$ cat src/rtl/cfg_port_pkg.sv
package cfg_port_pkg;

   localparam int INSTR_W = 8;
   localparam int ADDR_W  = 5;
   localparam int RW_BIT  = 7;

   localparam int A_CTRL  = 0;
   localparam int A_MASK  = 1;
   localparam int A_TEMP  = 2;

   localparam int B_FOURW = 0;
   localparam int B_POL   = 1;

   function automatic logic [15:0] rst_word(input int idx, input int nalarm);
      logic [16:0] ones;
      ones = (17'd1 << nalarm) - 17'd1;
      if (idx == A_MASK) return ones[15:0];
      return 16'h0000;
   endfunction

endpackage

$ cat src/rtl/sig_sync.sv
module sig_sync #(
   parameter int         W       = 1,
   parameter int         STAGES  = 2,
   parameter logic [W-1:0] RST_VAL = '0
) (
   input  logic         clk,
   input  logic         rst_n,
   input  logic [W-1:0] d,
   output logic [W-1:0] q
);

   generate
      if (STAGES == 0) begin : g_pass
         assign q = d;
      end else begin : g_chain
         logic [W-1:0] stg [STAGES];
         for (genvar s = 0; s < STAGES; s++) begin : g_stg
            always_ff @(posedge clk or negedge rst_n) begin
               if (!rst_n)      stg[s] <= RST_VAL;
               else if (s == 0) stg[s] <= d;
               else             stg[s] <= stg[(s == 0) ? 0 : s-1];
            end
         end
         assign q = stg[STAGES-1];
      end
   endgenerate

endmodule

$ cat src/rtl/cfg_frame_eng.sv
module cfg_frame_eng
   import cfg_port_pkg::*;
#(
   parameter int DW    = 8,
   localparam int FRAME = INSTR_W + DW,
   localparam int CW    = $clog2(FRAME + 1)
) (
   input  logic               clk,
   input  logic               rst_n,
   input  logic               sen_s,
   input  logic               sclk_s,
   input  logic               sdi_s,
   input  logic [DW-1:0]      rdata,
   output logic [INSTR_W-1:0] instr,
   output logic [DW-1:0]      dat,
   output logic [CW-1:0]      cnt,
   output logic               sen_rise,
   output logic               wr_en,
   output logic               rd_act,
   output logic               sdo
);

   logic          sclk_q, sen_q;
   logic          rise, fall;
   logic [DW-1:0] rd_sh;

   assign rise     = sclk_s & ~sclk_q;
   assign fall     = ~sclk_s & sclk_q;
   assign sen_rise = sen_s & ~sen_q;
   assign wr_en    = sen_rise && (cnt == CW'(FRAME)) && !instr[RW_BIT];
   assign sdo      = rd_sh[DW-1];

   always_ff @(posedge clk or negedge rst_n) begin
      if (!rst_n) begin
         sclk_q <= 1'b0;
         sen_q  <= 1'b1;
      end else begin
         sclk_q <= sclk_s;
         sen_q  <= sen_s;
      end
   end

   // bit counter and capture registers
   always_ff @(posedge clk or negedge rst_n) begin
      if (!rst_n) begin
         cnt   <= '0;
         instr <= '0;
         dat   <= '0;
      end else if (sen_s) begin
         cnt <= '0;
      end else if (rise && (cnt < CW'(FRAME))) begin
         if (cnt < CW'(INSTR_W)) instr <= {instr[INSTR_W-2:0], sdi_s};
         else                    dat   <= {dat[DW-2:0], sdi_s};
         cnt <= cnt + 1'b1;
      end
   end

   // read return path, advanced on falling serial edges
   always_ff @(posedge clk or negedge rst_n) begin
      if (!rst_n) begin
         rd_act <= 1'b0;
         rd_sh  <= '0;
      end else if (sen_s) begin
         rd_act <= 1'b0;
      end else if (fall) begin
         if (!rd_act && (cnt == CW'(INSTR_W)) && instr[RW_BIT]) begin
            rd_act <= 1'b1;
            rd_sh  <= rdata;
         end else if (rd_act) begin
            rd_sh  <= {rd_sh[DW-2:0], 1'b0};
         end
      end
   end

endmodule

$ cat src/rtl/cfg_reg_bank.sv
module cfg_reg_bank
   import cfg_port_pkg::*;
#(
   parameter int DW     = 8,
   parameter int NREG   = 24,
   parameter int NALARM = 4
) (
   input  logic              clk,
   input  logic              rst_n,
   input  logic              wr_en,
   input  logic [ADDR_W-1:0] wr_addr,
   input  logic [DW-1:0]     wr_data,
   input  logic [ADDR_W-1:0] rd_addr,
   input  logic [DW-1:0]     temp_in,
   output logic [DW-1:0]     rd_data,
   output logic [DW-1:0]     ctrl_word,
   output logic [DW-1:0]     mask_word,
   output logic [NREG*DW-1:0] flat
);

   logic [DW-1:0] store [NREG];

   generate
      for (genvar g = 0; g < NREG; g++) begin : g_word
         if (g == A_TEMP) begin : g_ro
            assign store[g] = '0;
         end else begin : g_rw
            localparam logic [15:0] RV = rst_word(g, NALARM);
            always_ff @(posedge clk or negedge rst_n) begin
               if (!rst_n)
                  store[g] <= RV[DW-1:0];
               else if (wr_en && (wr_addr == ADDR_W'(g)))
                  store[g] <= wr_data;
            end
         end
         assign flat[g*DW +: DW] = store[g];
      end
   endgenerate

   always_comb begin
      rd_data = '0;
      if (rd_addr == ADDR_W'(A_TEMP)) begin
         rd_data = temp_in;
      end else begin
         for (int i = 0; i < NREG; i++)
            if (rd_addr == ADDR_W'(i)) rd_data = store[i];
      end
   end

   assign ctrl_word = store[A_CTRL];
   assign mask_word = store[A_MASK];

endmodule

$ cat src/rtl/cfg_alarm_mux.sv
module cfg_alarm_mux #(
   parameter int NALARM = 4
) (
   input  logic [NALARM-1:0] src,
   input  logic [NALARM-1:0] mask,
   input  logic              pol_high,
   input  logic              four_wire,
   input  logic              rd_act,
   input  logic              sdo,
   output logic              pin
);

   logic raw, level;

   assign raw   = |(src & mask);
   assign level = pol_high ? raw : ~raw;
   assign pin   = (four_wire && rd_act) ? sdo : level;

endmodule

$ cat src/rtl/spi_cfg_port.sv
module spi_cfg_port
   import cfg_port_pkg::*;
#(
   parameter int DW     = 8,
   parameter int NREG   = 24,
   parameter int NALARM = 4,
   parameter int SYNC   = 2
) (
   input  logic               clk,
   input  logic               rst_n,
   input  logic               sen_n,
   input  logic               sclk,
   input  logic               sdio_in,
   output logic               sdio_out,
   output logic               sdio_oe,
   output logic               alarm_sdo,
   input  logic [DW-1:0]      temp_val,
   input  logic [NALARM-1:0]  alarm_src,
   output logic [NREG*DW-1:0] cfg_regs
);

   localparam int FRAME = INSTR_W + DW;
   localparam int CW    = $clog2(FRAME + 1);

   generate
      if (!(DW == 8 || DW == 16)) begin : g_bad_dw
         $error("spi_cfg_port: DW must be 8 or 16");
      end
      if (NREG <= A_TEMP || NREG > (1 << ADDR_W)) begin : g_bad_nreg
         $error("spi_cfg_port: NREG out of range");
      end
      if (NALARM < 1 || NALARM > DW) begin : g_bad_nalarm
         $error("spi_cfg_port: NALARM must be 1..DW");
      end
      if (SYNC < 0 || SYNC > 4) begin : g_bad_sync
         $error("spi_cfg_port: SYNC must be 0..4");
      end
   endgenerate

   logic               sen_s, sclk_s, sdi_s;
   logic [INSTR_W-1:0] instr;
   logic [DW-1:0]      dat, rdata, ctrl_word, mask_word;
   logic [CW-1:0]      cnt;
   logic               sen_rise, wr_en, rd_act, sdo;
   logic               four_wire, alarm_pol;
   logic               unused_bits;

   sig_sync #(.W(3), .STAGES(SYNC), .RST_VAL(3'b100)) u_sync (
      .clk   (clk),
      .rst_n (rst_n),
      .d     ({sen_n, sclk, sdio_in}),
      .q     ({sen_s, sclk_s, sdi_s})
   );

   cfg_frame_eng #(.DW(DW)) u_eng (
      .clk      (clk),
      .rst_n    (rst_n),
      .sen_s    (sen_s),
      .sclk_s   (sclk_s),
      .sdi_s    (sdi_s),
      .rdata    (rdata),
      .instr    (instr),
      .dat      (dat),
      .cnt      (cnt),
      .sen_rise (sen_rise),
      .wr_en    (wr_en),
      .rd_act   (rd_act),
      .sdo      (sdo)
   );

   cfg_reg_bank #(.DW(DW), .NREG(NREG), .NALARM(NALARM)) u_bank (
      .clk       (clk),
      .rst_n     (rst_n),
      .wr_en     (wr_en),
      .wr_addr   (instr[ADDR_W-1:0]),
      .wr_data   (dat),
      .rd_addr   (instr[ADDR_W-1:0]),
      .temp_in   (temp_val),
      .rd_data   (rdata),
      .ctrl_word (ctrl_word),
      .mask_word (mask_word),
      .flat      (cfg_regs)
   );

   assign four_wire = ctrl_word[B_FOURW];
   assign alarm_pol = ctrl_word[B_POL];

   cfg_alarm_mux #(.NALARM(NALARM)) u_alarm (
      .src       (alarm_src),
      .mask      (mask_word[NALARM-1:0]),
      .pol_high  (alarm_pol),
      .four_wire (four_wire),
      .rd_act    (rd_act),
      .sdo       (sdo),
      .pin       (alarm_sdo)
   );

   assign sdio_out    = sdo;
   assign sdio_oe     = rd_act & ~four_wire;
   assign unused_bits = ^{instr[RW_BIT-1:ADDR_W], ctrl_word, mask_word};

endmodule

$ cat config.mk
export PLATFORM = sky130hd
export DESIGN_NAME = spi_cfg_port
export DESIGN_NICKNAME = d
export VERILOG_FILES = /design/src/rtl/cfg_port_pkg.sv /design/src/rtl/sig_sync.sv /design/src/rtl/cfg_frame_eng.sv /design/src/rtl/cfg_reg_bank.sv /design/src/rtl/cfg_alarm_mux.sv /design/src/rtl/spi_cfg_port.sv
export SDC_FILE = /design/constraint.sdc
export NUM_CORES = 1
export LEC_CHECK = 0
export BUFFER_PORTS_ARGS = -buffer_cell sky130_fd_sc_hd__buf_4
export CORE_MARGIN = 2
export CORE_UTILIZATION = 45
export CTS_CLUSTER_SIZE = 16
export DETAILED_ROUTE_END_ITERATION = 8
export PLACE_DENSITY = 0.71
export SLEW_MARGIN = 10
export SYNTH_ARGS = -nofsm -noshare
export SYNTH_HDL_FRONTEND = slang
export SYNTH_SLANG_ARGS = --single-unit
$ cat constraint.sdc
create_clock -name clk -period 6.2 [get_ports clk]
set_input_delay 0 -clock clk [delete_from_list [all_inputs] [get_ports clk]]
set_output_delay 0 -clock clk [all_outputs]
set_load 0.03 [all_outputs]
==> flow_summary.json <==
{
  "grt_overflow": 0,
  "required_ns": 6.61,
  "critPathCaptureType": "flip-flop",
  "r2r_slack_ns": 2.68,
  "grt_pass1_vias": 8699,
  "worstMarginPinSlew_ns": 1.27,
  "p_total_mw": 3.69,
  "skew_ns": 0.0116,
  "reg2regPathDepth": 5,
  "max_stage_delay_ns": 0.75,
  "cp_max_fo": 57,
  "hp-class": "in2reg",
  "worstSetupPathType": "reg2reg",
  "p_int_mw": 2.63,
  "dieArea_sq_mm": 0.0253,
  "ys_seq_area_frac": 0.514,
  "cts_sinks": 222,
  "avgSynthCellArea_sq_um": 11.9,
  "peakVddDrop_v": 0.000204,
  "path_clk_slew_ns": 0.06,
  "numCtsBuffers": 24,
  "grt_max_degree": 94,
  "rr_endpoint": "u_bank.flat[115]",
  "clock_latency_ns": 0.53,
  "io_buffers": 203,
  "synth_ff_type": "dfrtp_1",
  "layout.nets": 1110,
  "synth-seq-cells": 222,
  "postCtsSetupBuffers": 0,
  "post-place-ws_ns": 2.77,
  "die_h_um": 159,
  "power_density_mw_per_mm2": 274,
  "power_frac_seq": 0.416,
  "hold-worst-slack_ns": 0.0294,
  "synth_area_sq_mm": 0.0108,
  "netSwitchingPower_mw": 1.06,
  "routed_via_density": 6.15,
  "grt_use_total": 0.294,
  "cts_buffer_depth": 3,
  "max_freq_ghz": 0.284,
  "gp_congestion": 0.943,
  "tritoncts": "done",
  "slew_headroom": 0.153,
  "post-route-drc-count": 0,
  "r2r-start": "u_eng.instr[1]",
  "fin_cells": 1427,
  "grt_pass1_wl_mm": 56.7,
  "whs_path_depth": 4,
  "dp_cells": 1374,
  "synth-edff-count": 0,
  "syn_inst": 910,
  "holdBufCountCts": 10,
  "clkPwrFrac": 0.432,
  "fin_crit_ns": 3.52,
  "outcome": "finished, final reports clean",
  "antenna_left": 0,
  "hold_viol": 0,
  "antenna_found_initial": 0,
  "first_pass_iters": 7,
  "final_max_slew_viol_count": 0,
  "rows": 56,
  "synthToLayoutAreaGrowth_pct": 24.4,
  "crit_slowest_cell": "dfrtp_2",
  "start_util": 0.460,
  "finalWorstSetupSlack_ns": 2.68,
  "ios": 212,
  "fin_area_sq_mm": 0.0135,
  "hp-start": "temp_val[4]",
  "switching_share": 0.288,
  "n_antenna_cell": 0,
  "ctsResizeCount": 0,
  "die_w_um": 159,
  "placeableCoreArea_sq_mm": 0.0235,
  "arrival_ns": 3.93,
  "layout-drive-gt1-share": 0.440,
  "vias": 8769,
  "hold_path_end": "u_eng.rd_sh[4]",
  "cp_cell_sequence": "buf_4 > nor2b_1 > nand3_1 > nor2_2 > mux2_2",
  "synth_cell_type_count": 75,
  "cp.buffers_inverters": 1,
  "yosys_warnings": 0,
  "drt_iter0_drc": 942,
  "cap_violations": 0,
  "final_util": 0.572,
  "cpLargestDelayFamily": "simple AND/OR/NAND/NOR gates",
  "rsz0062_at_grt": "false",
  "p_comb_frac": 0.152,
  "hpwl_mm": 26.2,
  "cts-root-buf": "clkbuf_16",
  "min_period_over_period": 0.568,
  "wl_per_cell_um": 26.6,
  "finalSetupViolations": 0,
  "crit_path_start_kind": "flip-flop",
  "leakagePower_nw": 6.58,
  "async_flop_share": 1.00,
  "post_dp_cell_area_sq_mm": 0.0125,
  "wl_mm": 38.0,
  "tns_ns": 0,
  "htree_levels": 1
}
-- sequential cells by signal, indices dropped and copies added (netlist names) --
signal              cells
u_eng.dat               8
u_eng.sclk_q            1
u_bank.mask_word        8
u_bank.flat           168
u_sync.g_chain.stg      3
u_eng.sen_q             1
u_sync.q                3
u_eng.rd_act            1
u_bank.ctrl_word        8
u_eng.rd_sh             8
u_eng.instr             8
u_eng.cnt               5
-- worst reg2reg max path: cells and delay by family, from the launching register on --
family / cells / cell delay (ns)
multiplexers: 1 / 0.40
buffers and inverters: 1 / 0.61
flip-flops: 1 / 0.75
AND/OR/NAND/NOR: 3 / 1.64
-- kinds of logic (layout without fill, tap and decap cells) --
kind of cell,after synthesis,count (layout),synth area share
AO/OA/AOI/OAI,184,184,0.116
XOR/XNOR,4,4,0.00324
adder cells (fa/ha/maj),2,2,0.00231
buffers and inverters,81,272,0.0355
flip-flops,222,222,0.514
multiplexers,230,230,0.238
other,1,8,0.000346
AND/OR/NAND/NOR,186,186,0.0906
-- cells in the final DEF, fill, tap and decap left out, types with 16 or more instances in the layout --
cell type	netlist	final
dfrtp_1	215	212
mux2_2	211	211
buf_4	11	211
nand2_1	47	47
nor2_1	47	47
a21oi_1	43	43
o21ai_0	32	32
clkbuf_16	0	25
nand3_1	20	20
mux2i_1	16	16
-- worst max path at each step --
stage	from	endpoint	slack, ns	cells after the start
4_1_cts	u_eng.instr[1]	u_bank.flat[115]	2.75	5
5_1_grt	u_eng.instr[1]	u_bank.flat[114]	2.51	5
3_5_place_dp	u_eng.instr[1]	u_bank.flat[112]	2.77	5
6_report	u_eng.instr[1]	u_bank.flat[115]	2.68	5
2_1_floorplan	u_sync.q[2]	u_bank.flat[48]	3.92	6
3_3_place_gp	u_eng.instr[1]	u_bank.flat[118]	2.80	5
-- cell usage after synthesis, types with 3 or more instances --
library cell	n	area [sq um]
o221ai_1	11	96.3
inv_1	6	22.5
dfstp_2	7	184
a221oi_1	11	96.3
a222oi_1	5	50.1
dfrtp_1	215	5380
a31oi_1	4	25.0
o2bb2ai_1	3	26.3
nor2_1	47	176
nand3b_1	6	45.0
o22ai_1	15	93.8
o31ai_1	3	22.5
o211ai_1	8	60.1
o21ai_0	32	160
a2bb2oi_1	3	26.3
and3_1	4	25.0
nand2b_1	9	56.3
a22oi_1	6	45.0
mux2i_1	16	160
o21a_1	5	37.5
a21oi_1	43	215
mux2_2	211	2380
nand3_1	20	100
nand2_1	47	176
nor2_2	3	18.8
a21o_1	4	30.0
nand4_1	3	18.8
a211oi_1	5	37.5
buf_4	11	82.6
nor2b_1	11	68.8
a41oi_1	3	26.3
clkbuf_1	35	131
buf_2	25	125
a2111oi_0	5	43.8
nor3_1	10	50.1
or3b_2	3	26.3
-- power groups by stage --
stage | combinational, mW | clock (mW) | sequential [mW]
detailed placement | 0.539 | 0 | 1.56
floorplan | 0.398 | 0 | 1.51
global placement | 0.540 | 0 | 1.56
CTS | 0.546 | 1.60 | 1.53
finish | 0.562 | 1.59 | 1.53
global route | 0.601 | 1.66 | 1.54
-- cell type report --
class	count	area (sq um)
repair buffers	222	1700
inverters	7	26.3
fillers	2041	10100
clock buffers	33	696
clock inverters	10	180
well taps	319	399
multi-input cells	614	4900
flip-flops and latches	222	5570
-- metal layers --
| layer | vias to the layer above | global-route usage | wire, um |
|---|---|---|---|
| met2 | 486 | 0.458 | 17300 |
| li1 | 3724 | - | - |
| met3 | 81 | 0.0560 | 3450 |
| met5 | - | 0 | 0 |
| met1 | 4478 | 0.420 | 16000 |
| met4 | 0 | 0.0893 | 1200 |
Power figures use the tool's default switching activity.
